**config.mk**
```make
export PLATFORM = sky130hd
export DESIGN_NAME = async_sync_tx
export DESIGN_NICKNAME = d
export VERILOG_FILES = /design/src/rtl/async_sync_tx_pkg.sv /design/src/rtl/async_sync_tx_ctrl.sv /design/src/rtl/async_sync_tx_dp.sv /design/src/rtl/async_sync_tx.sv
export SDC_FILE = /design/constraint.sdc
export NUM_CORES = 1
export LEC_CHECK = 0
export BUFFER_PORTS_ARGS = -buffer_cell sky130_fd_sc_hd__buf_2
export CAP_MARGIN = 20
export CORE_ASPECT_RATIO = 1.2
export CORE_MARGIN = 1
export CORE_UTILIZATION = 60
export DETAILED_ROUTE_END_ITERATION = 10
export GPL_TIMING_DRIVEN = 0
export PLACE_DENSITY = 0.86
export SYNTH_ARGS = -nofsm -noshare
export SYNTH_HDL_FRONTEND = slang
export SYNTH_HIERARCHICAL = 1
export SYNTH_SLANG_ARGS = --single-unit
```
**constraint.sdc**
```tcl
create_clock -name clk -period 6.7 [get_ports clk]
set_input_delay 0.335 -clock clk [delete_from_list [all_inputs] [get_ports clk]]
set_output_delay 0.335 -clock clk [all_outputs]
set_load 0.01 [all_outputs]
```
**src/rtl/async_sync_tx_pkg.sv**
```systemverilog
package async_sync_tx_pkg;
  localparam int MAX_DATA = 9;
  localparam int IDX_W    = 4;

  typedef enum logic [1:0] {OUT_MARK, OUT_SPACE, OUT_DATA} out_sel_t;
  typedef enum logic [1:0] {RX_IDLE, RX_START, RX_BITS} rx_state_t;
  typedef enum logic [1:0] {TX_IDLE, TX_DATA, TX_STOP} tx_state_t;

  typedef struct packed {
    logic             rxShift;
    logic [IDX_W-1:0] rxIdx;
    logic             rxCommit;
    logic             txLoad;
    logic             txShift;
    logic             outWr;
    out_sel_t         outSel;
  } strobe_t;
endpackage

```
**src/rtl/async_sync_tx_ctrl.sv**
```systemverilog
module async_sync_tx_ctrl
  import async_sync_tx_pkg::*;
#(
  parameter int OSR       = 16,
  parameter int BASIC_GAP = 8,
  parameter int EXT_GAP   = 4,
  parameter int BRK_CHARS = 2
) (
  input  logic       clk,
  input  logic       rstN,
  input  logic       tmgIn,
  input  logic       txClk,
  input  logic       dataIn,
  input  logic [1:0] lenSel,
  input  logic       extRate,
  input  logic       hiSpeed,
  output strobe_t    stb
);
  localparam int CW      = $clog2(OSR);
  localparam int BRK_MAX = BRK_CHARS * OSR * (MAX_DATA + 2);
  localparam int BW      = $clog2(BRK_MAX + 1);
  localparam int GW      = $clog2(BASIC_GAP + 1);

  logic tmgPrev, txPrev, tmgTick, txRise, rxSamp;
  rx_state_t rxState;
  tx_state_t txState;
  logic [CW-1:0]    phase;
  logic [IDX_W-1:0] bitIdx, txCnt, nData;
  logic [BW-1:0]    lowCnt, brkLimit;
  logic [GW-1:0]    credit, gapLim;
  logic holdValid, breakActive, deleteOk;

  assign tmgTick     = tmgIn & ~tmgPrev;
  assign txRise      = txClk & ~txPrev;
  assign nData       = IDX_W'(6) + IDX_W'(lenSel);
  assign brkLimit    = BW'(BRK_CHARS * OSR * (int'(lenSel) + 8));
  assign gapLim      = extRate ? GW'(EXT_GAP) : GW'(BASIC_GAP);
  assign breakActive = (lowCnt >= brkLimit);
  assign deleteOk    = holdValid && !hiSpeed && (credit >= gapLim);

  always_comb begin
    stb          = '0;
    stb.outSel   = OUT_MARK;
    stb.rxIdx    = bitIdx;
    if (tmgTick && rxState == RX_BITS && phase == CW'(OSR - 1)) begin
      stb.rxShift  = (bitIdx < nData);
      stb.rxCommit = (bitIdx == nData) && dataIn;
    end
    if (txRise) begin
      stb.outWr = 1'b1;
      unique case (txState)
        TX_IDLE: if (breakActive) stb.outSel = OUT_SPACE;
                 else if (holdValid) begin
                   stb.outSel = OUT_SPACE;
                   stb.txLoad = 1'b1;
                 end
        TX_DATA: begin
          stb.outSel  = OUT_DATA;
          stb.txShift = 1'b1;
        end
        TX_STOP: if (deleteOk) begin
                   stb.outSel = OUT_SPACE;
                   stb.txLoad = 1'b1;
                 end
        default: stb.outSel = OUT_MARK;
      endcase
    end
  end

  always_ff @(posedge clk) begin
    if (!rstN) begin
      tmgPrev <= 1'b0;
      txPrev  <= 1'b0;
      rxSamp  <= 1'b1;
      rxState <= RX_IDLE;
      phase   <= '0;
      bitIdx  <= '0;
      lowCnt  <= '0;
    end else begin
      tmgPrev <= tmgIn;
      txPrev  <= txClk;
      if (tmgTick) begin
        rxSamp <= dataIn;
        if (dataIn) lowCnt <= '0;
        else if (lowCnt < brkLimit) lowCnt <= lowCnt + 1'b1;
        phase <= phase + 1'b1;
        unique case (rxState)
          RX_IDLE: if (!dataIn && rxSamp) begin
                     rxState <= RX_START;
                     phase   <= '0;
                   end
          RX_START: if (phase == CW'(OSR / 2 - 1)) begin
                      rxState <= dataIn ? RX_IDLE : RX_BITS;
                      phase   <= '0;
                      bitIdx  <= '0;
                    end
          RX_BITS: if (phase == CW'(OSR - 1)) begin
                     phase  <= '0;
                     bitIdx <= bitIdx + 1'b1;
                     if (bitIdx == nData) rxState <= RX_IDLE;
                   end
          default: rxState <= RX_IDLE;
        endcase
      end
    end
  end

  always_ff @(posedge clk) begin
    if (!rstN) begin
      txState   <= TX_IDLE;
      txCnt     <= '0;
      credit    <= GW'(BASIC_GAP);
      holdValid <= 1'b0;
    end else begin
      holdValid <= (holdValid & ~stb.txLoad) | stb.rxCommit;
      if (txRise) begin
        unique case (txState)
          TX_IDLE: if (!breakActive && holdValid) begin
                     txState <= TX_DATA;
                     txCnt   <= '0;
                   end
          TX_DATA: begin
            txCnt <= txCnt + 1'b1;
            if (txCnt == nData - 1'b1) txState <= TX_STOP;
          end
          TX_STOP: if (deleteOk) begin
                     txState <= TX_DATA;
                     txCnt   <= '0;
                     credit  <= '0;
                   end else begin
                     txState <= TX_IDLE;
                     if (credit < GW'(BASIC_GAP)) credit <= credit + 1'b1;
                   end
          default: txState <= TX_IDLE;
        endcase
      end
    end
  end


  hispeed_no_delete_chk: assert property (@(posedge clk) disable iff (!rstN)
    (hiSpeed && txState == TX_STOP && txRise) |-> !stb.txLoad);

  break_no_commit_chk: assert property (@(posedge clk) disable iff (!rstN)
    breakActive |-> !stb.rxCommit);

  commit_holds_chk: assert property (@(posedge clk) disable iff (!rstN)
    stb.rxCommit |=> holdValid);
endmodule

```
**src/rtl/async_sync_tx_dp.sv**
```systemverilog
module async_sync_tx_dp
  import async_sync_tx_pkg::*;
(
  input  logic    clk,
  input  logic    rstN,
  input  logic    dataIn,
  input  strobe_t stb,
  output logic    outLine
);
  logic [MAX_DATA-1:0] rxData, holdData, txData;

  always_ff @(posedge clk) begin
    if (!rstN) begin
      rxData   <= '0;
      holdData <= '0;
      txData   <= '0;
      outLine  <= 1'b1;
    end else begin
      if (stb.rxShift) rxData[stb.rxIdx] <= dataIn;
      if (stb.rxCommit) holdData <= rxData;
      if (stb.txLoad) txData <= holdData;
      else if (stb.txShift) txData <= txData >> 1;
      if (stb.outWr) begin
        unique case (stb.outSel)
          OUT_SPACE: outLine <= 1'b0;
          OUT_DATA:  outLine <= txData[0];
          default:   outLine <= 1'b1;
        endcase
      end
    end
  end


  out_only_on_write_chk: assert property (@(posedge clk) disable iff (!rstN)
    !$stable(outLine) |-> $past(stb.outWr));
endmodule

```
**src/rtl/async_sync_tx.sv**
```systemverilog
module async_sync_tx
  import async_sync_tx_pkg::*;
#(
  parameter int OSR       = 16,
  parameter int BASIC_GAP = 8,
  parameter int EXT_GAP   = 4,
  parameter int BRK_CHARS = 2
) (
  input  logic       clk,
  input  logic       rstN,
  input  logic       tmgIn,
  input  logic       txClk,
  input  logic       dataIn,
  input  logic [1:0] lenSel,
  input  logic       extRate,
  input  logic       bypass,
  input  logic       hiSpeed,
  output logic       dataOut
);
  strobe_t stb;
  logic    outLine;

  async_sync_tx_ctrl #(
    .OSR(OSR), .BASIC_GAP(BASIC_GAP), .EXT_GAP(EXT_GAP), .BRK_CHARS(BRK_CHARS)
  ) u_ctrl (
    .clk(clk), .rstN(rstN), .tmgIn(tmgIn), .txClk(txClk), .dataIn(dataIn),
    .lenSel(lenSel), .extRate(extRate), .hiSpeed(hiSpeed), .stb(stb)
  );

  async_sync_tx_dp u_dp (
    .clk(clk), .rstN(rstN), .dataIn(dataIn), .stb(stb), .outLine(outLine)
  );

  assign dataOut = bypass ? dataIn : outLine;
endmodule

```
==> results.json, run 1 <==
{
  "dieArea_um2": 5730,
  "combPwrFrac_pct": 5.7,
  "syn_area_per_cell_um2": 9.17,
  "synth_cell_types": 60,
  "async_flop_share_pct": 0,
  "intPower_mw": 0.613,
  "hold_viol_final": 0,
  "portBuffers": 9,
  "core_um2": 5260,
  "fin_crit_sh_pct": 40.8,
  "power_switching_mw": 0.173,
  "relSlewSlack_pct": 48.1,
  "crit_fanout": 11,
  "wl_per_cell_um": 14.8,
  "worst_pin_slew_ps": 759,
  "cp_slowest_cell": "a2111oi_0",
  "vias_per_cell": 5.86,
  "h-tree-depth": 3,
  "routed_wirelength_mm": 6.52,
  "synth_warnings": 6,
  "die_h_um": 82.7,
  "yosysSeqAreaShare_pct": 37.5,
  "clockRootBuffer": "clkbuf_8",
  "finalSetupViolations": 0,
  "hp-class": "in2reg",
  "cts_sinks": 61,
  "drive_gt1_share_pct": 12.9,
  "maxCapViolCount": 0,
  "grt_pass1_wl_mm": 10.9,
  "synth_top_area_share_pct": 37.5,
  "p_leak_nw": 1.36,
  "peakVddDrop_mv": 0.166,
  "slew_viol_final": 0,
  "run_status": "finished clean",
  "worstSkewPairLatency_ps": 350,
  "cp_top_family": "compound AO/OA/AOI/OAI gates",
  "area_growth_syn_to_layout_pct": 10.7,
  "cp.arrival_ps": 3010,
  "max_freq_mhz": 366,
  "required_ps": 6970,
  "crit_chain": "ha_1, nor2b_1, o21ai_0, nand2b_1, a2111oi_0, nor2b_4, and4bb_2, mux2i_1",
  "p_per_area_nw_per_um2": 218,
  "reg2reg_from": "u_ctrl/bitIdx[1]$_SDFFE_PN0P_",
  "path_buf_inv": 0,
  "switching_share_pct": 22.1,
  "initial_core_util_pct": 61.9,
  "num-nets-final": 402,
  "cts.path.max_buffers": 2,
  "globalplace.congestion": 0.792,
  "postCtsHoldBufs": 0,
  "synth-edff-count": 0,
  "rr_worst_depth": 8,
  "antenna_found_initial": 0,
  "clk_pin_slew_worst_paths_ps": 70,
  "drc": 0,
  "tritoncts": "done",
  "p_clk_share_pct": 47.1,
  "hold_start": "txClk",
  "boundaryPins": 11,
  "dr.pass1.iters": 4,
  "reg2reg_to": "u_dp/rxData[2]$_SDFFE_PN0P_",
  "syn_area_um2": 3260,
  "synth_top_flop_cell": "dfxtp_1",
  "slowest_delay_ps": 700,
  "clock_skew_ps": 4.87,
  "dp_hpwl_mm": 4.56,
  "yosysTopAreaCell": "dfxtp_1",
  "drtIter0Drc": 94,
  "pwr-share-seq_pct": 47.1,
  "rsz0062_at_grt": "no",
  "endpoint_kind": "flop",
  "whs_path_depth": 2,
  "synth_most_common_cell": "dfxtp_1",
  "synthTopCellsByArea": "dfxtp_1 (38%), mux2i_1 (8.6%), ha_1 (6.5%)",
  "hold_path_end": "u_ctrl/txPrev$_SDFF_PN0_",
  "fin_setup_tns_ps": 0,
  "vias": 2589,
  "synth_commonest_cells": "dfxtp_1 (61), nand2_1 (36), mux2i_1 (28)",
  "postCtsSetupRepairBufs": 0,
  "grt_max_degree": 13,
  "hold_ws_ps": 211,
  "synth-seq-cells": 61,
  "grt_use_total_pct": 24.6,
  "cts_buffers": 9,
  "r2r_slack_ps": 3970,
  "cts_resized": 0,
  "crit_type": "reg2reg",
  "chipWidth_um": 69.2,
  "startpoint_type": "flop",
  "antenna_cells": 0,
  "grt_pass1_vias": 2482,
  "fp-row-count": 29,
  "syn_nets": 382,
  "synthCells": 355,
  "layout_min_cycle_time_ps": 2730,
  "overflow": 0,
  "ant_nets": 0
}
[sequential cells by signal (all words and copies together), names as in the netlist, 4 cells and up]
name and flops:
u_dp/txData 9, u_ctrl/lowCnt 9, u_ctrl/credit 4, u_ctrl/bitIdx 4, u_dp/holdData 9, u_ctrl/txCnt 4, u_ctrl/phase 4, u_dp/rxData 9
[cell type report]
type                       count  area (um^2)
buffer                        16         86.3
clock buffer                  12          155
clock inverter                 4         70.1
fill                         419         1660
inverter                      15         56.3
multi-input combinational    263         1890
sequential                    61         1220
tap                           62         77.6
timing repair buffer           9         45.0
[cell families after synthesis]
logic type      count (synthesis)  share of synthesized area (%)
fa+ha+maj                      17                           6.53
xor+xnor                       13                           3.50
mux                            29                           9.07
buf+inv                        31                           4.38
simple gates                  140                           24.6
flops                          61                           37.5
compound gates                 64                           14.4
[layer usage]
| metal | vias up | GRT usage [%] | wire [um] |
|---|---|---|---|
| met5 | - | 0 | 0 |
| met2 | 64 | 43.1 | 3150 |
| met4 | 0 | 13.5 | 108 |
| met3 | 12 | 6.67 | 342 |
| met1 | 1220 | 27.5 | 2930 |
| li1 | 1293 | - | - |
[cells in the final DEF, fill, tap and decap left out, drive strengths merged, types with 4 or more instances in the layout]
cell type and instances:
inv 15, a21oi 11, nand2b 7, nor2 15, buf 18, o31ai 4
and2 12, nor3b 4, a21boi 4, nand2 36, nand4b 4, ha 17
nor2b 25, o21ai 24, dfxtp 61, xor2 5, nand4 7, clkbuf 19
nor3 6, mux2i 28, xnor2 8, nand3 7
[metrics by stage]
stage	util [%]	area [um^2]	instances	setup WS, ps	power, mW
2_1_floorplan	-	3260	355	4370	0.408
3_3_place_gp	64.2	3380	426	4020	0.420
3_5_place_dp	64.2	3380	426	3930	0.422
4_1_cts	68.5	3600	442	4010	0.791
5_1_grt	68.5	3600	442	3730	0.812
6_report	68.5	3600	442	3970	0.786
[power groups by stage]
stage          combinational (mW)  clock (mW)  sequential, mW
3_3_place_gp               0.0420           0           0.378
3_5_place_dp               0.0438           0           0.378
2_1_floorplan              0.0312           0           0.377
5_1_grt                    0.0502       0.391           0.371
4_1_cts                    0.0447       0.376           0.370
6_report                   0.0451       0.371           0.370
[worst max path at each step]
stage                                  start                     endpoint  slack, ps  depth (start not counted)
2_1_floorplan  u_ctrl/bitIdx[1]$_SDFFE_PN0P_  u_dp/rxData[1]$_SDFFE_PN0P_       4370                          8
3_5_place_dp                       lenSel[1]  u_dp/txData[7]$_SDFFE_PN0P_       3930                         12
5_1_grt        u_ctrl/bitIdx[1]$_SDFFE_PN0P_  u_dp/rxData[2]$_SDFFE_PN0P_       3730                          8
4_1_cts        u_ctrl/bitIdx[1]$_SDFFE_PN0P_  u_dp/rxData[2]$_SDFFE_PN0P_       4010                          8
6_report       u_ctrl/bitIdx[1]$_SDFFE_PN0P_  u_dp/rxData[2]$_SDFFE_PN0P_       3970                          8
3_3_place_gp                       lenSel[1]  u_dp/txData[0]$_SDFFE_PN0P_       4020                         12
(Power assumes the default switching activity.)
==> inputs of run 2 (changes only) <==
--- a/config.mk
+++ b/config.mk
@@ -9,10 +9,10 @@
 export CAP_MARGIN = 20
 export CORE_ASPECT_RATIO = 1.2
 export CORE_MARGIN = 1
-export CORE_UTILIZATION = 60
+export CORE_UTILIZATION = 56
 export DETAILED_ROUTE_END_ITERATION = 10
 export GPL_TIMING_DRIVEN = 0
-export PLACE_DENSITY = 0.86
+export PLACE_DENSITY = 0.85
 export SYNTH_ARGS = -nofsm -noshare
 export SYNTH_HDL_FRONTEND = slang
 export SYNTH_HIERARCHICAL = 1
==> constraint.sdc (replaced) <==
create_clock -name clk -period 2.21 [get_ports clk]
set_input_delay 0.1105 -clock clk [delete_from_list [all_inputs] [get_ports clk]]
set_output_delay 0.1105 -clock clk [all_outputs]
set_load 0.01 [all_outputs]
==> run 2 against run 1 <==
Net effect:
- register-to-register slack lost 3900 ps
- clock skew grew 4.2 ps
- sequential share of layout area shrank 1.7 points
- critical endpoint is now u_dp/txData[3]$_SDFFE_PN0P_
==> results.json, run 2 (synthesized netlist as in run 1, its figures left out) <==
{
  "antenna_cells": 0,
  "portBuffers": 9,
  "boundaryPins": 11,
  "tritoncts": "done",
  "clockRootBuffer": "clkbuf_8",
  "globalplace.congestion": 0.828,
  "core_um2": 5630,
  "dr.pass1.iters": 4,
  "final_cell_mix": "dfxtp_1 (56), nand2_1 (36), mux2i_1 (28)",
  "cts_buffers": 9,
  "startpoint_type": "flop",
  "pwr-share-seq_pct": 48.0,
  "num-nets-final": 418,
  "hold_viol_final": 0,
  "final_util_pct": 68.0,
  "p_clk_share_pct": 45.8,
  "drive_gt1_share_pct": 19.7,
  "crit_fanout": 5,
  "fp-row-count": 30,
  "run_status": "finished clean",
  "layout.cells.non_filler": 460,
  "cts.path.max_buffers": 2,
  "area_growth_syn_to_layout_pct": 17.5,
  "max_freq_mhz": 466,
  "worst_pin_slew_ps": 631,
  "combPwrFrac_pct": 6.2,
  "worstSkewPairLatency_ps": 350,
  "fin_crit_sh_pct": 97.2,
  "drc": 0,
  "drtIter0Drc": 164,
  "clock_skew_ps": 9.06,
  "grt_pass1_vias": 2674,
  "h-tree-depth": 3,
  "overflow": 0,
  "antenna_found_initial": 0,
  "cts_sinks": 61,
  "required_ps": 2450,
  "crit_type": "reg2reg",
  "routed_wirelength_mm": 6.86,
  "place_inst": 428,
  "grt_pass1_wl_mm": 11.6,
  "ant_nets": 0,
  "peakVddDrop_mv": 0.458,
  "relSlewSlack_pct": 57.6,
  "maxCapViolCount": 0,
  "dieArea_um2": 6120,
  "grt_use_total_pct": 23.8,
  "grt_max_degree": 13,
  "layout_min_cycle_time_ps": 2150,
  "switching_share_pct": 23.1,
  "slew_viol_final": 0,
  "hp-class": "in2reg",
  "initial_core_util_pct": 57.8,
  "intPower_mw": 1.80,
  "power_switching_mw": 0.540,
  "die_h_um": 85.5,
  "p_leak_nw": 1.45,
  "cp.arrival_ps": 2390,
  "finalSetupViolations": 0,
  "vias_per_cell": 5.81,
  "chipWidth_um": 71.6,
  "layout_commonest_cell": "dfxtp_1",
  "p_per_area_nw_per_um2": 610,
  "endpoint_kind": "flop",
  "clk_pin_slew_worst_paths_ps": 70,
  "vias": 2673,
  "dp_hpwl_mm": 4.52,
  "wl_per_cell_um": 14.9
}
-- run 2: worst paths after layout --
path | to | from | cells after the start | slack [ps]
worst min register to register | u_dp/rxData[1]$_SDFFE_PN0P_ | u_dp/rxData[1]$_SDFFE_PN0P_ | 2 | 460
worst min-delay path | u_ctrl/lowCnt[2]$_SDFFE_PN0P_ | dataIn | 2 | 80
worst max-delay path | u_dp/txData[3]$_SDFFE_PN0P_ | u_ctrl/credit[2]$_SDFFE_PN0P_ | 11 | 60
worst max register to register | u_dp/txData[3]$_SDFFE_PN0P_ | u_ctrl/credit[2]$_SDFFE_PN0P_ | 11 | 60
-- run 2: cell type report --
type,instances,area [um^2]
Clock inverter,7,90.1
Sequential cell,61,1230
Clock buffer,9,124
Multi-Input combinational cell,263,1980
Fill cell,446,1800
Buffer,16,92.6
Tap cell,64,80.1
Timing Repair Buffer,25,175
Inverter,15,56.3
-- run 2: per-layer routing --
layer | global-route usage [%] | routed length [um] | part of all wire [%] | up-vias
met5 | 0 | 0 | 0 | -
met4 | 11.4 | 132 | 1.9 | 0
met3 | 7.17 | 265 | 3.9 | 15
met2 | 41.8 | 3520 | 51 | 51
met1 | 26.0 | 2940 | 43 | 1276
li1 | - | - | - | 1331
-- run 2: per-stage QoR --
stage	power [mW]	cell area, um^2	setup TNS, ps	worst slack (ps)	hold WS, ps
CTS	2.36	3680	0	13.7	60.8
floorplan	1.24	3260	0	17.0	211
global route	2.43	3830	-455	-59.7	73.6
global placement	1.27	3390	-2620	-240	329
finish	2.33	3830	0	62.4	82.2
detailed placement	1.28	3390	-2990	-274	346
-- run 2: timing repair --
item                                   in CTS  in global routing
cloned                                      0                  1
setup endpoints to repair                  17                 26
hold buffers                                2                  0
pin swaps                                   3                  2
buffers inserted                            4                  9
endpoints found under the hold margin       2                  0
gates resized for setup                     7                 17
-- run 2: worst max-delay path, cell delays in order, from the launching register on --
cell and delay (ps):
dfxtp_2 350, inv_1 40, ha_1 160, nor2b_1 150, a2111oi_4 390, nand2_1 110, o21ai_1 80, nor3b_2 200
buf_4 170, buf_2 150, o21ai_0 80, and2_1 150
-- run 2: power by group through the flow --
| stage | Clock, mW | Combinational (mW) | Sequential (mW) |
|---|---|---|---|
| 6_report | 1.07 | 0.146 | 1.12 |
| 3_5_place_dp | 0 | 0.134 | 1.15 |
| 4_1_cts | 1.09 | 0.141 | 1.12 |
| 5_1_grt | 1.15 | 0.162 | 1.12 |
| 3_3_place_gp | 0 | 0.128 | 1.15 |
| 2_1_floorplan | 0 | 0.0953 | 1.14 |
==> inputs of run 3 (changes only) <==
--- a/config.mk
+++ b/config.mk
@@ -8,7 +8,7 @@
 export BUFFER_PORTS_ARGS = -buffer_cell sky130_fd_sc_hd__buf_2
 export CAP_MARGIN = 20
 export CORE_ASPECT_RATIO = 1.2
-export CORE_MARGIN = 1
+export CORE_MARGIN = 2
 export CORE_UTILIZATION = 56
 export DETAILED_ROUTE_END_ITERATION = 10
 export GPL_TIMING_DRIVEN = 0
==> run 3 against run 2 <==
Net effect:
- setup slack worse by 33 ps
- cell count is 0.43% lower
- non-clock buffer count decreased by 2
- total power rose by 7.4%
- largest cell class unchanged
- highest routed layer unchanged
==> results.json, run 3 (synthesized netlist as in run 1, its figures left out) <==
{
  "crit_type": "reg2reg",
  "globalplace.congestion": 0.843,
  "cp-startpoint": "u_ctrl/phase[0]$_SDFFE_PN0P_",
  "grt_max_degree": 13,
  "slowest_delay_ps": 380,
  "slew_viol_final": 0,
  "max_freq_mhz": 459,
  "peakVddDrop_mv": 0.576,
  "grt_use_total_pct": 23.3,
  "cp_slowest_cell": "dfxtp_1",
  "run_status": "finished clean",
  "portBuffers": 9,
  "maxCapViolCount": 0,
  "grt_pass1_wl_mm": 11.8,
  "core_um2": 5630,
  "antenna_found_initial": 0,
  "hold_ws_ps": 72.5,
  "required_ps": 2430,
  "initial_core_util_pct": 57.8,
  "die_h_um": 87.5,
  "hp-class": "in2reg",
  "drive_gt1_share_pct": 19.8,
  "dieArea_um2": 6440,
  "layout.cells.non_filler": 458,
  "chipWidth_um": 73.6,
  "cp.arrival_ps": 2400,
  "rr_worst_depth": 8,
  "hold_start": "dataIn",
  "vias": 2648,
  "wl_per_cell_um": 15.5,
  "startpoint_type": "flop",
  "vias_per_cell": 5.78,
  "fp-row-count": 30,
  "dr.pass1.iters": 4,
  "p_per_area_nw_per_um2": 650,
  "hold_viol_final": 0,
  "overflow": 0,
  "rsz0062_at_grt": "yes",
  "relSlewSlack_pct": 60.7,
  "drtIter0Drc": 87,
  "crit_chain": "ha_2, nand3_1, nand2b_4, a2111oi_4, nor2b_4, buf_4, nand4b_1, mux2i_1",
  "finalSetupViolations": 0,
  "tritoncts": "done",
  "layout_min_cycle_time_ps": 2180,
  "reg2reg_from": "u_ctrl/phase[0]$_SDFFE_PN0P_",
  "cts.path.max_buffers": 2,
  "layout_commonest_cell": "dfxtp_1",
  "whs_path_depth": 2,
  "endpoint_kind": "flop",
  "routed_wirelength_mm": 7.11,
  "fin_crit_sh_pct": 98.7,
  "drc": 0,
  "worst_pin_slew_ps": 586,
  "boundaryPins": 11,
  "num-nets-final": 416,
  "p_leak_nw": 1.46,
  "crit_fanout": 4,
  "h-tree-depth": 3,
  "cts_buffers": 9,
  "worstSkewPairLatency_ps": 350,
  "cts_sinks": 61,
  "clockRootBuffer": "clkbuf_8",
  "clk_pin_slew_worst_paths_ps": 70,
  "final_cell_mix": "dfxtp_1 (56), nand2_1 (36), mux2i_1 (28)",
  "area_growth_syn_to_layout_pct": 18.4,
  "dp_hpwl_mm": 4.50,
  "place_inst": 428,
  "antenna_cells": 0,
  "clock_skew_ps": 8.40,
  "ant_nets": 0,
  "grt_pass1_vias": 2651
}
## run 3: metrics by stage
stage	util [%]	total power [mW]	setup TNS, ps	instance area [um^2]	setup slack [ps]
3_5_place_dp	60.2	1.28	-3800	3390	-344
4_1_cts	66.1	2.50	0	3720	16.5
6_report	68.5	2.51	0	3850	29.7
5_1_grt	68.5	2.58	-266	3850	-60.3
2_1_floorplan	-	1.24	0	3260	17.0
3_3_place_gp	60.2	1.27	-2750	3390	-252
## run 3: repair_timing
item | in CTS | in global routing
hold buffers | 2 | 0
endpoints found under the hold margin | 2 | 0
pin swaps | 4 | 5
setup buffers | 4 | 8
setup endpoints to repair | 18 | 21
gates resized for setup | 9 | 19
## run 3: cell type report
cell class,instances,area (um^2)
Multi-Input combinational cell,263,1990
Clock inverter,7,124
Clock buffer,9,124
Tap cell,64,80.1
Buffer,16,92.6
Sequential cell,61,1230
Timing Repair Buffer,23,159
Inverter,15,56.3
Fill cell,414,1780
## run 3: worst paths after layout
kind                                                       to  slack (ps)
worst max-delay path              u_dp/rxData[3]$_SDFFE_PN0P_          30
worst min-delay path            u_ctrl/lowCnt[2]$_SDFFE_PN0P_          70
worst max register to register    u_dp/rxData[3]$_SDFFE_PN0P_          30
worst min register to register     u_ctrl/rxSamp$_SDFFE_PN1P_         460
## run 3: worst max-delay path: cells and delay by family (launching register included)
family / cells / cell delay, ps
buf+inv: 1 / 140
flops: 1 / 380
mux: 1 / 150
simple gates: 4 / 800
compound gates: 1 / 380
fa+ha+maj: 1 / 220
## run 3: power breakdown
part           total (mW)  switching [mW]  internal [mW]
registers            1.12          0.0110           1.11
clock network        1.24           0.485          0.754
logic               0.150          0.0882         0.0615
total                2.51           0.584           1.92
## run 3: metal layers
| metal | up-vias | GRT usage [%] | share of wire (%) |
|---|---|---|---|
| met3 | 22 | 5.56 | 3.5 |
| met2 | 58 | 39.0 | 51 |
| li1 | 1320 | - | - |
| met1 | 1248 | 27.7 | 43 |
| met5 | - | 0 | 0 |
| met4 | 0 | 11.9 | 2.8 |
